$ cat config.mk
export PLATFORM = sky130hd
export DESIGN_NAME = dmamod_chan
export DESIGN_NICKNAME = d
export VERILOG_FILES = /design/src/rtl/dmamod_pkg.sv /design/src/rtl/dmamod_desc.sv /design/src/rtl/dmamod_engine.sv /design/src/rtl/dmamod_chan.sv
export SDC_FILE = /design/constraint.sdc
export NUM_CORES = 1
export LEC_CHECK = 0
export CORE_MARGIN = 2
export CORE_UTILIZATION = 60
export CTS_BUF_LIST = sky130_fd_sc_hd__clkbuf_4 sky130_fd_sc_hd__clkbuf_8
export CTS_CLUSTER_SIZE = 40
export DETAILED_ROUTE_END_ITERATION = 6
export MAX_ROUTING_LAYER = met4
export PLACE_DENSITY = 0.81
export SYNTH_ARGS = -nofsm -noshare
export SYNTH_HDL_FRONTEND = slang
export SYNTH_SLANG_ARGS = --single-unit
export TNS_END_PERCENT = 100
$ cat constraint.sdc
create_clock -name clk -period 17.3 [get_ports clk]
set_clock_uncertainty 0.2 [all_clocks]
set_input_delay 4.325 -clock clk [delete_from_list [all_inputs] [get_ports clk]]
set_output_delay 4.325 -clock clk [all_outputs]
set_load 0.01 [all_outputs]
$ cat src/rtl/dmamod_pkg.sv
package dmamod_pkg;
  localparam int ADDR_W = 32;
  localparam int MOD_W  = 5;
  localparam int SIZE_W = 3;

  typedef enum logic [1:0] {ST_IDLE, ST_RD, ST_WR} eng_state_e;

  // Next address: linear when win == 0, else low win bits roll inside the window
  function automatic logic [ADDR_W-1:0] step_addr(input logic [ADDR_W-1:0] a,
                                                   input logic [ADDR_W-1:0] off,
                                                   input logic [MOD_W-1:0]  win);
    logic [ADDR_W-1:0] sum, keep;
    sum = a + off;
    if (win == '0) return sum;
    keep = (ADDR_W'(1) << win) - ADDR_W'(1);
    return (a & ~keep) | (sum & keep);
  endfunction

  function automatic logic [ADDR_W-1:0] beat_len(input logic [SIZE_W-1:0] w);
    return ADDR_W'(1) << w;
  endfunction

  function automatic logic [ADDR_W-1:0] sext16(input logic [15:0] v);
    return {{(ADDR_W-16){v[15]}}, v};
  endfunction
endpackage

$ cat src/rtl/dmamod_desc.sv
module dmamod_desc
  import dmamod_pkg::*;
#(
  parameter int DATA_W = 32,
  parameter int ITER_W = 16
) (
  input  logic                clk,
  input  logic                rst_n,
  input  logic                reg_we,
  input  logic [3:0]          reg_addr,
  input  logic [DATA_W-1:0]   reg_wdata,
  input  logic                beat_ev,
  input  logic                minor_ev,
  input  logic                major_ev,
  output logic [ADDR_W-1:0]   saddr,
  output logic [ADDR_W-1:0]   daddr,
  output logic [MOD_W-1:0]    smod,
  output logic [SIZE_W-1:0]   width,
  output logic [ADDR_W-1:0]   nbytes,
  output logic [ITER_W-1:0]   citer,
  output logic [ITER_W-1:0]   biter,
  output logic                int_en,
  output logic                done,
  output logic                irq
);
  logic [15:0]       soff, doff;
  logic [MOD_W-1:0]  dmod;
  logic [ADDR_W-1:0] slast, dlast;
  logic [ADDR_W-1:0] s_adj, d_adj;

  assign s_adj = major_ev ? slast : '0;
  assign d_adj = major_ev ? dlast : '0;

  always_ff @(posedge clk) begin
    if (!rst_n) begin
      saddr <= '0; daddr <= '0; soff <= '0; doff <= '0;
      smod <= '0; dmod <= '0; width <= '0; nbytes <= '0;
      slast <= '0; dlast <= '0; citer <= '0; biter <= '0;
      int_en <= 1'b0; done <= 1'b0; irq <= 1'b0;
    end else begin
      if (reg_we) begin
        case (reg_addr)
          4'd0: saddr  <= reg_wdata[ADDR_W-1:0];
          4'd1: daddr  <= reg_wdata[ADDR_W-1:0];
          4'd2: begin soff <= reg_wdata[15:0]; doff <= reg_wdata[31:16]; end
          4'd3: begin
            smod  <= reg_wdata[MOD_W-1:0];
            dmod  <= reg_wdata[8 +: MOD_W];
            width <= reg_wdata[16 +: SIZE_W];
          end
          4'd4: nbytes <= reg_wdata[ADDR_W-1:0];
          4'd5: slast  <= reg_wdata[ADDR_W-1:0];
          4'd6: dlast  <= reg_wdata[ADDR_W-1:0];
          4'd7: begin citer <= reg_wdata[ITER_W-1:0]; biter <= reg_wdata[ITER_W-1:0]; end
          4'd8: begin
            int_en <= reg_wdata[0];
            if (reg_wdata[1]) done <= 1'b0;
            if (reg_wdata[2]) irq  <= 1'b0;
          end
          default: ;
        endcase
      end
      // engine updates take precedence over a same-cycle software write
      if (beat_ev) begin
        saddr <= step_addr(saddr, sext16(soff), smod) + s_adj;
        daddr <= step_addr(daddr, sext16(doff), dmod) + d_adj;
      end
      if (minor_ev) citer <= major_ev ? biter : citer - ITER_W'(1);
      if (major_ev) begin
        done <= 1'b1;
        if (int_en) irq <= 1'b1;
      end
    end
  end
endmodule

$ cat src/rtl/dmamod_engine.sv
module dmamod_engine
  import dmamod_pkg::*;
#(
  parameter int DATA_W = 32,
  parameter int ITER_W = 16
) (
  input  logic                clk,
  input  logic                rst_n,
  input  logic                sw_start,
  input  logic [ADDR_W-1:0]   saddr,
  input  logic [ADDR_W-1:0]   daddr,
  input  logic [SIZE_W-1:0]   width,
  input  logic [ADDR_W-1:0]   nbytes,
  input  logic [ITER_W-1:0]   citer,
  input  logic [DATA_W-1:0]   mem_rdata,
  output logic                busy,
  output logic                beat_ev,
  output logic                minor_ev,
  output logic                major_ev,
  output logic                mem_req,
  output logic                mem_we,
  output logic [ADDR_W-1:0]   mem_addr,
  output logic [SIZE_W-1:0]   mem_size,
  output logic [DATA_W-1:0]   mem_wdata
);
  eng_state_e        state;
  logic [ADDR_W-1:0] remain, blen;
  logic              last_beat;

  assign blen      = beat_len(width);
  assign last_beat = (remain <= blen);
  assign beat_ev   = (state == ST_WR);
  assign minor_ev  = beat_ev && last_beat;
  assign major_ev  = minor_ev && (citer <= ITER_W'(1));
  assign busy      = (state != ST_IDLE);

  assign mem_req   = busy;
  assign mem_we    = beat_ev;
  assign mem_addr  = beat_ev ? daddr : saddr;
  assign mem_size  = width;
  assign mem_wdata = mem_rdata;

  always_ff @(posedge clk) begin
    if (!rst_n) begin
      state  <= ST_IDLE;
      remain <= '0;
    end else begin
      case (state)
        ST_IDLE: if (sw_start) begin
          remain <= nbytes;
          state  <= ST_RD;
        end
        ST_RD: state <= ST_WR;
        ST_WR: begin
          remain <= remain - blen;
          state  <= last_beat ? ST_IDLE : ST_RD;
        end
        default: state <= ST_IDLE;
      endcase
    end
  end
endmodule

$ cat src/rtl/dmamod_chan.sv
module dmamod_chan
  import dmamod_pkg::*;
#(
  parameter int DATA_W = 32,
  parameter int ITER_W = 16
) (
  input  logic              clk,
  input  logic              rst_n,
  input  logic              reg_we,
  input  logic [3:0]        reg_addr,
  input  logic [DATA_W-1:0] reg_wdata,
  input  logic              sw_start,
  output logic              mem_req,
  output logic              mem_we,
  output logic [ADDR_W-1:0] mem_addr,
  output logic [SIZE_W-1:0] mem_size,
  output logic [DATA_W-1:0] mem_wdata,
  input  logic [DATA_W-1:0] mem_rdata,
  output logic              busy,
  output logic              done,
  output logic              irq
);
  logic              beat_ev, minor_ev, major_ev, int_en;
  logic [ADDR_W-1:0] saddr, daddr, nbytes;
  logic [MOD_W-1:0]  smod;
  logic [SIZE_W-1:0] width;
  logic [ITER_W-1:0] citer, biter;

  dmamod_desc #(.DATA_W(DATA_W), .ITER_W(ITER_W)) u_desc (
    .clk(clk), .rst_n(rst_n), .reg_we(reg_we), .reg_addr(reg_addr),
    .reg_wdata(reg_wdata), .beat_ev(beat_ev), .minor_ev(minor_ev),
    .major_ev(major_ev), .saddr(saddr), .daddr(daddr), .smod(smod),
    .width(width), .nbytes(nbytes), .citer(citer), .biter(biter),
    .int_en(int_en), .done(done), .irq(irq)
  );

  dmamod_engine #(.DATA_W(DATA_W), .ITER_W(ITER_W)) u_eng (
    .clk(clk), .rst_n(rst_n), .sw_start(sw_start), .saddr(saddr),
    .daddr(daddr), .width(width), .nbytes(nbytes), .citer(citer),
    .mem_rdata(mem_rdata), .busy(busy), .beat_ev(beat_ev),
    .minor_ev(minor_ev), .major_ev(major_ev), .mem_req(mem_req),
    .mem_we(mem_we), .mem_addr(mem_addr), .mem_size(mem_size),
    .mem_wdata(mem_wdata)
  );
endmodule

* Word-level counts from Yosys, hierarchy flattened
Cells that the tools add are included.
Storage, ports and cells: flip-flop bits (word level) 274, bits in latches 0, bits in writable memories 0, ROM bits 0, input bits 72, logic and storage cells 118, memories kept 0
Cells by class: $add $sub $neg 8, $mul 0, div/mod/pow operators 0, $lt $le $gt $ge 2, equal/unequal tests 11, shift-type cells 3, multiplexer cells 41, bitwise logic cells 8, reductions and logical operators 28
Operators by type and width (number):
- $mux W32 | 18
- $add A32 B32 Y32 | 4
- $and A32 B32 Y32 | 4
- $mux W16 | 4
- $not A32 Y32 | 2
- $or A32 B32 Y32 | 2
- $pmux W32 S2 | 1
- $shl A1 B5 Y32 const A | 2
- $sub A32 B2 Y32 const B | 2
- $le A32 B32 Y1 | 1
- $shl A1 B3 Y32 const A | 1
- $sub A32 B32 Y32 | 1
- $reduce_and A2 Y1 | 11
- $reduce_bool A2 Y1 | 10
- $eq A4 B3 Y1 const B | 4
- $le A16 B1 Y1 const B | 1
- $mux W1 | 16
- $sub A16 B1 Y16 const B | 1
- $logic_not A5 Y1 | 2
- $eq A4 B2 Y1 const B | 2
- $pmux W2 S3 | 1
- $eq A4 B1 Y1 const B | 1
- $eq A4 B4 Y1 const B | 1
- $logic_not A4 Y1 | 1
- other kinds (7) | 8

* Depth between registers and ports, before layout
depth in word-level cells 10, mapped depth 27

* Modules after synthesis
A second synthesis with hierarchy kept.
Unflattened totals: cells, all modules 2860, area total of the unflattened synthesis 20861.3 um2
Modules (own cells, without submodules):
- dmamod_desc | times used 1, cells an instance 2409, area each 17745.8 um2
- dmamod_engine | times used 1, cells an instance 451, area each 3115.5 um2

* Worst setup path after synthesis
Ideal clock, no wire load.
path type in2out, start input mem_rdata[0], end output mem_wdata[0], data arrival time 4.444 ns, data required time 12.775 ns, path slack 8.331 ns, stages 1, path through buf_4
RTL lines:
- start, declared | line dmamod_chan.sv:18 | input logic [DATA_W-1:0] mem_rdata,
- end, declared | line dmamod_chan.sv:17 | output logic [DATA_W-1:0] mem_wdata,
No word-level cell between the ends.

* Worst setup path after layout
start input mem_rdata[0], end output mem_wdata[0]
No word-level cell between the ends.

==> results by stage <==
Clocking:
- The number of hold-repair buffers added at the cts stage is 0.
- The clock insertion delay at the later pin of the skew report is 0.63 ns.
- The number of setup buffers added after CTS is 0.
- The number of buffers inserted during clock tree synthesis is 48.
- In this run the clock root is driven by a clkbuf_8.
- The clock drives 274 sinks.
- The CTS tree is built.
- After clock tree synthesis, the clock-pin slew on the worst setup and hold paths is 0.06 ns.
- The number of gates resized after cts is 0.
- The depth of the CTS H-tree is 2.
- The maximum number of buffers from clock root to sink is 3.

Yosys:
- Of the synthesized area, sequential elements account for 26.8%.
- In the synthesized netlist the async set-or-reset flop fraction comes to 0%.
- Counting flops with a built-in enable in the synthesized netlist gives 0.
- Summed over all instances, the cell type with the most area after synthesis is dfxtp_1.
- The post-synth design cell area is 0.0204 mm2.
- Sorting the synthesized cells by area gives the leading types as dfxtp_1 (27%), nand2_1 (10%), a21oi_1 (8.5%), ha_1 (8.3%), nor2_1 (4.0%).
- The count of synthesis-stage warnings from yosys is 0.
- The post-synthesis net count is 3032.
- Of the post-synthesis cell area, the dominant cell type holds 26.8%.
- Synthesis handed over a netlist of 2819 instances.
- The number of different library cells in the post-synthesis netlist is 81.
- The flip-flop cell with the highest count after synthesis is dfxtp_1.
- After synthesis, the mean cell area works out to 7.25 um2.
- Counting flops and latches in the post-synthesis netlist gives 274.

Detailed routing:
- The violation count after the first detailed-routing iteration is 1947.
- The detailed-route vias per instance is 6.35.
- The via count is 20700.
- The DRC violation count after routing is 0.
- The average wire per standard cell is 20.2 um.
- For this block, the routed nets add up to 65800 um of wire.
- The count of nets left with antenna violations once routing finished came out at 0.
- The number of detailed-route iterations in the first pass is 6.

Final layout:
- The fraction of layout cells with a size suffix above 1 is 6.30%.
- The antenna diode count is 0.
- Fill cells in the final layout number 2972.
- At the end of the flow, the number of nets in the layout was 2984.
- Relative to the synthesized area, the layout overhead comes to 8.90%.
- The final non-filler cell total is 3258.

Timing:
- The worst path uses 51.2% of the clock period.
- Setup repair after global routing left no endpoint under its margin.
- The actual slew at the worst max-slew pin is 1.12 ns.
- Adding up every negative setup slack in the final design gives 0 ns.
- The number of max-slew violations in the final report is 0.
- The headroom to the max-slew limit is 24.8%.
- Setup violations remaining at the end of the flow were counted as 0.
- The setup slack of the critical path after layout is 8.45 ns.
- Hold is met by 0.251 ns.
- Timing would allow up to 0.113 GHz.
- The count of endpoints failing hold in the final timing report is 0.
- For the finished layout, the period the worst path requires is 8.85 ns.

Place:
- Before CTS, the worst setup slack after placement is 8.45 ns.
- The number of placed instances with taps included is 3169.
- The HPWL reported at the end of detailed placement is 46900 um.
- The number of buffers inserted by port buffering is 79.
- Routability-driven placement finished with a final weighted congestion of 0.998.

Min path:
- The tightest min-delay check is of the register to register type.
- The worst hold path startpoint is u_desc.slast[15].
- The hold path depth is 2.
- For hold timing, the worst endpoint is u_desc.slast[15].

GRT:
- Entering global routing, the biggest net connects 88 pins.
- The number of antenna violations at the first check in global routing is 0.
- The number of global-route vias before repair is 19700.
- The first-pass GRT wire length is 104000 um.
- Across every metal layer, demand over resource in global routing totals 37.3%.
- Summed over all layers, the global routing overflow is 0.

Power and ir drop:
- Summed over all cells, the static leakage comes to 0.00982 uW.
- The worst-case IR drop observed on VDD is 0.0000795 V.
- Dividing total power by cell area gives a power density of 75.2 mW/mm2.
- The design draws 1670 uW.

Critical path:
- The maximum fanout encountered on the critical timing path is 1.
- The worst-case register-to-register setup slack is 10.01 ns.
- Data on the critical path is required at its endpoint by 12.77 ns.
- The signal arrival time at the worst endpoint is 4.33 ns.
- STA classifies the critical path startpoint as an input port.
- The kind of capture point of the worst setup path is an output pin.
- The worst register-to-register path begins at u_desc.dmod[2].
- The worst setup path category is input port to output pin.
- The number of cells on the worst reg-to-reg path is 22.
- The endpoint identified for the worst register-to-register timing path is u_desc.daddr[31].

Status:
- The flow ran to the end, and the final reports show no timing, DRC or antenna violations.

Die:
- The core box area is 0.0335 mm2.
- The initial utilization of the core area, before any placement, comes to 60.9%.
- Measured along the y axis, the die boundary spans 189 um.
- The die boundary width is 189 um.
- The count of boundary I/O pins is 144.
- The site row count is 67.
- The die covers 0.0355 mm2.

Job:
- The number of maximum-capacitance violations is 0.
-- worst max path at each step --
stage,from,endpoint,slack (ns),cells past startpoint
CTS,mem_rdata[27],mem_wdata[27],8.45,0
finish,mem_rdata[0],mem_wdata[0],8.45,0
detailed placement,mem_rdata[27],mem_wdata[27],8.45,0
floorplan,mem_rdata[0],mem_wdata[0],8.33,1
global route,mem_rdata[8],mem_wdata[8],8.45,0
global placement,mem_rdata[27],mem_wdata[27],8.45,0
-- registers in the layout (all words and copies together), names as in the netlist --
register and count:
u_desc.citer 16, u_desc.soff 16, u_desc.irq 1, u_desc.saddr 32, u_eng.remain 32, u_desc.doff 16
u_desc.int_en 1, u_desc.dlast 32, u_desc.daddr 32, u_desc.dmod 5, u_desc.slast 32, u_desc.smod 5
u_desc.done 1, u_desc.width 3, u_desc.nbytes 32, u_eng.state 2, u_desc.biter 16
-- final cells by class --
class	instances	area, um2	share of cell area (%)
Inverter	57	219	0.984
Clock inverter	10	138	0.618
Sequential cell	274	5490	24.6
Tap cell	448	561	2.52
Clock buffer	79	1000	4.49
Multi-Input combinational cell	2289	13900	62.4
Timing Repair Buffer	101	956	4.30
-- cell families (layout without fill, tap and decap cells) --
logic type	after synthesis	after routing	share of synthesized area, %
multiplexers	92	92	4.67
flip-flops	274	274	26.8
AND/OR/NAND/NOR	1101	1101	24.2
buffers and inverters	256	247	5.31
AO/OA/AOI/OAI	838	838	25.1
XOR/XNOR	117	117	5.05
adder cells (fa/ha/maj)	141	141	8.82
-- layout by cell type, fill, tap and decap left out, drive strengths merged, types with 8 or more instances in the layout --
| cell | synthesis | routed |
|---|---|---|
| dfxtp | 274 | 274 |
| o31ai | 12 | 12 |
| nand3 | 41 | 41 |
| mux2i | 66 | 66 |
| a211oi | 68 | 68 |
| mux2 | 26 | 26 |
| ha | 136 | 136 |
| nand2b | 21 | 21 |
| a311oi | 8 | 8 |
| a2111oi | 8 | 8 |
| inv | 56 | 58 |
| a31oi | 28 | 28 |
| nor2b | 13 | 13 |
| nor4 | 18 | 18 |
| nand3b | 12 | 12 |
| nor3b | 11 | 11 |
| clkdlybuf4s50 | 0 | 79 |
| o21a | 20 | 20 |
| clkbuf | 148 | 79 |
| xor2 | 50 | 50 |
| and3 | 15 | 15 |
| or2 | 13 | 13 |
| o21bai | 24 | 24 |
| a21oi | 349 | 349 |
| o22ai | 20 | 20 |
| o21ai | 146 | 146 |
| nor2 | 218 | 218 |
| nand2 | 556 | 556 |
| xnor2 | 67 | 67 |
| o211ai | 18 | 18 |
| a21o | 68 | 68 |
| nand4 | 20 | 20 |
| nor3 | 55 | 55 |
| or3 | 15 | 15 |
| buf | 51 | 22 |
| and2 | 72 | 72 |
-- cell usage after synthesis, drive strengths merged (6+ instances only) --
cell,count
a2111oi,8
a211o,6
a211oi,68
a21o,68
a21oi,349
a22oi,6
a311oi,8
a31oi,28
a41oi,6
and2,72
and3,15
buf,51
clkbuf,148
dfxtp,274
ha,136
inv,56
mux2,26
mux2i,66
nand2,556
nand2b,21
nand3,41
nand3b,12
nand4,20
nor2,218
nor2b,13
nor3,55
nor3b,11
nor4,18
o211ai,18
o21a,20
o21ai,146
o21bai,24
o22ai,20
o31ai,12
or2,13
or3,15
or4,6
xnor2,67
xor2,50
-- metal layers --
layer | global-route usage, % | part of all wire (%) | wire, um
met5 | - | 0 | 0
met4 | 16.4 | 4.4 | 2900
met3 | 5.68 | 8.2 | 5370
met2 | 61.1 | 47 | 30600
met1 | 45.6 | 41 | 26900
-- through the flow --
stage	util, %	instance area (um2)
global placement	63.0	21100
finish	66.4	22300
detailed placement	63.0	21100
floorplan	-	20400
CTS	66.4	22300
global route	66.4	22300
-- power by group --
part           switching, uW  internal (uW)  total (uW)
combinational            184            108         292
clock                    293            411         704
sequential              25.7            650         676
No activity file was read; power rests on OpenSTA's default activity.
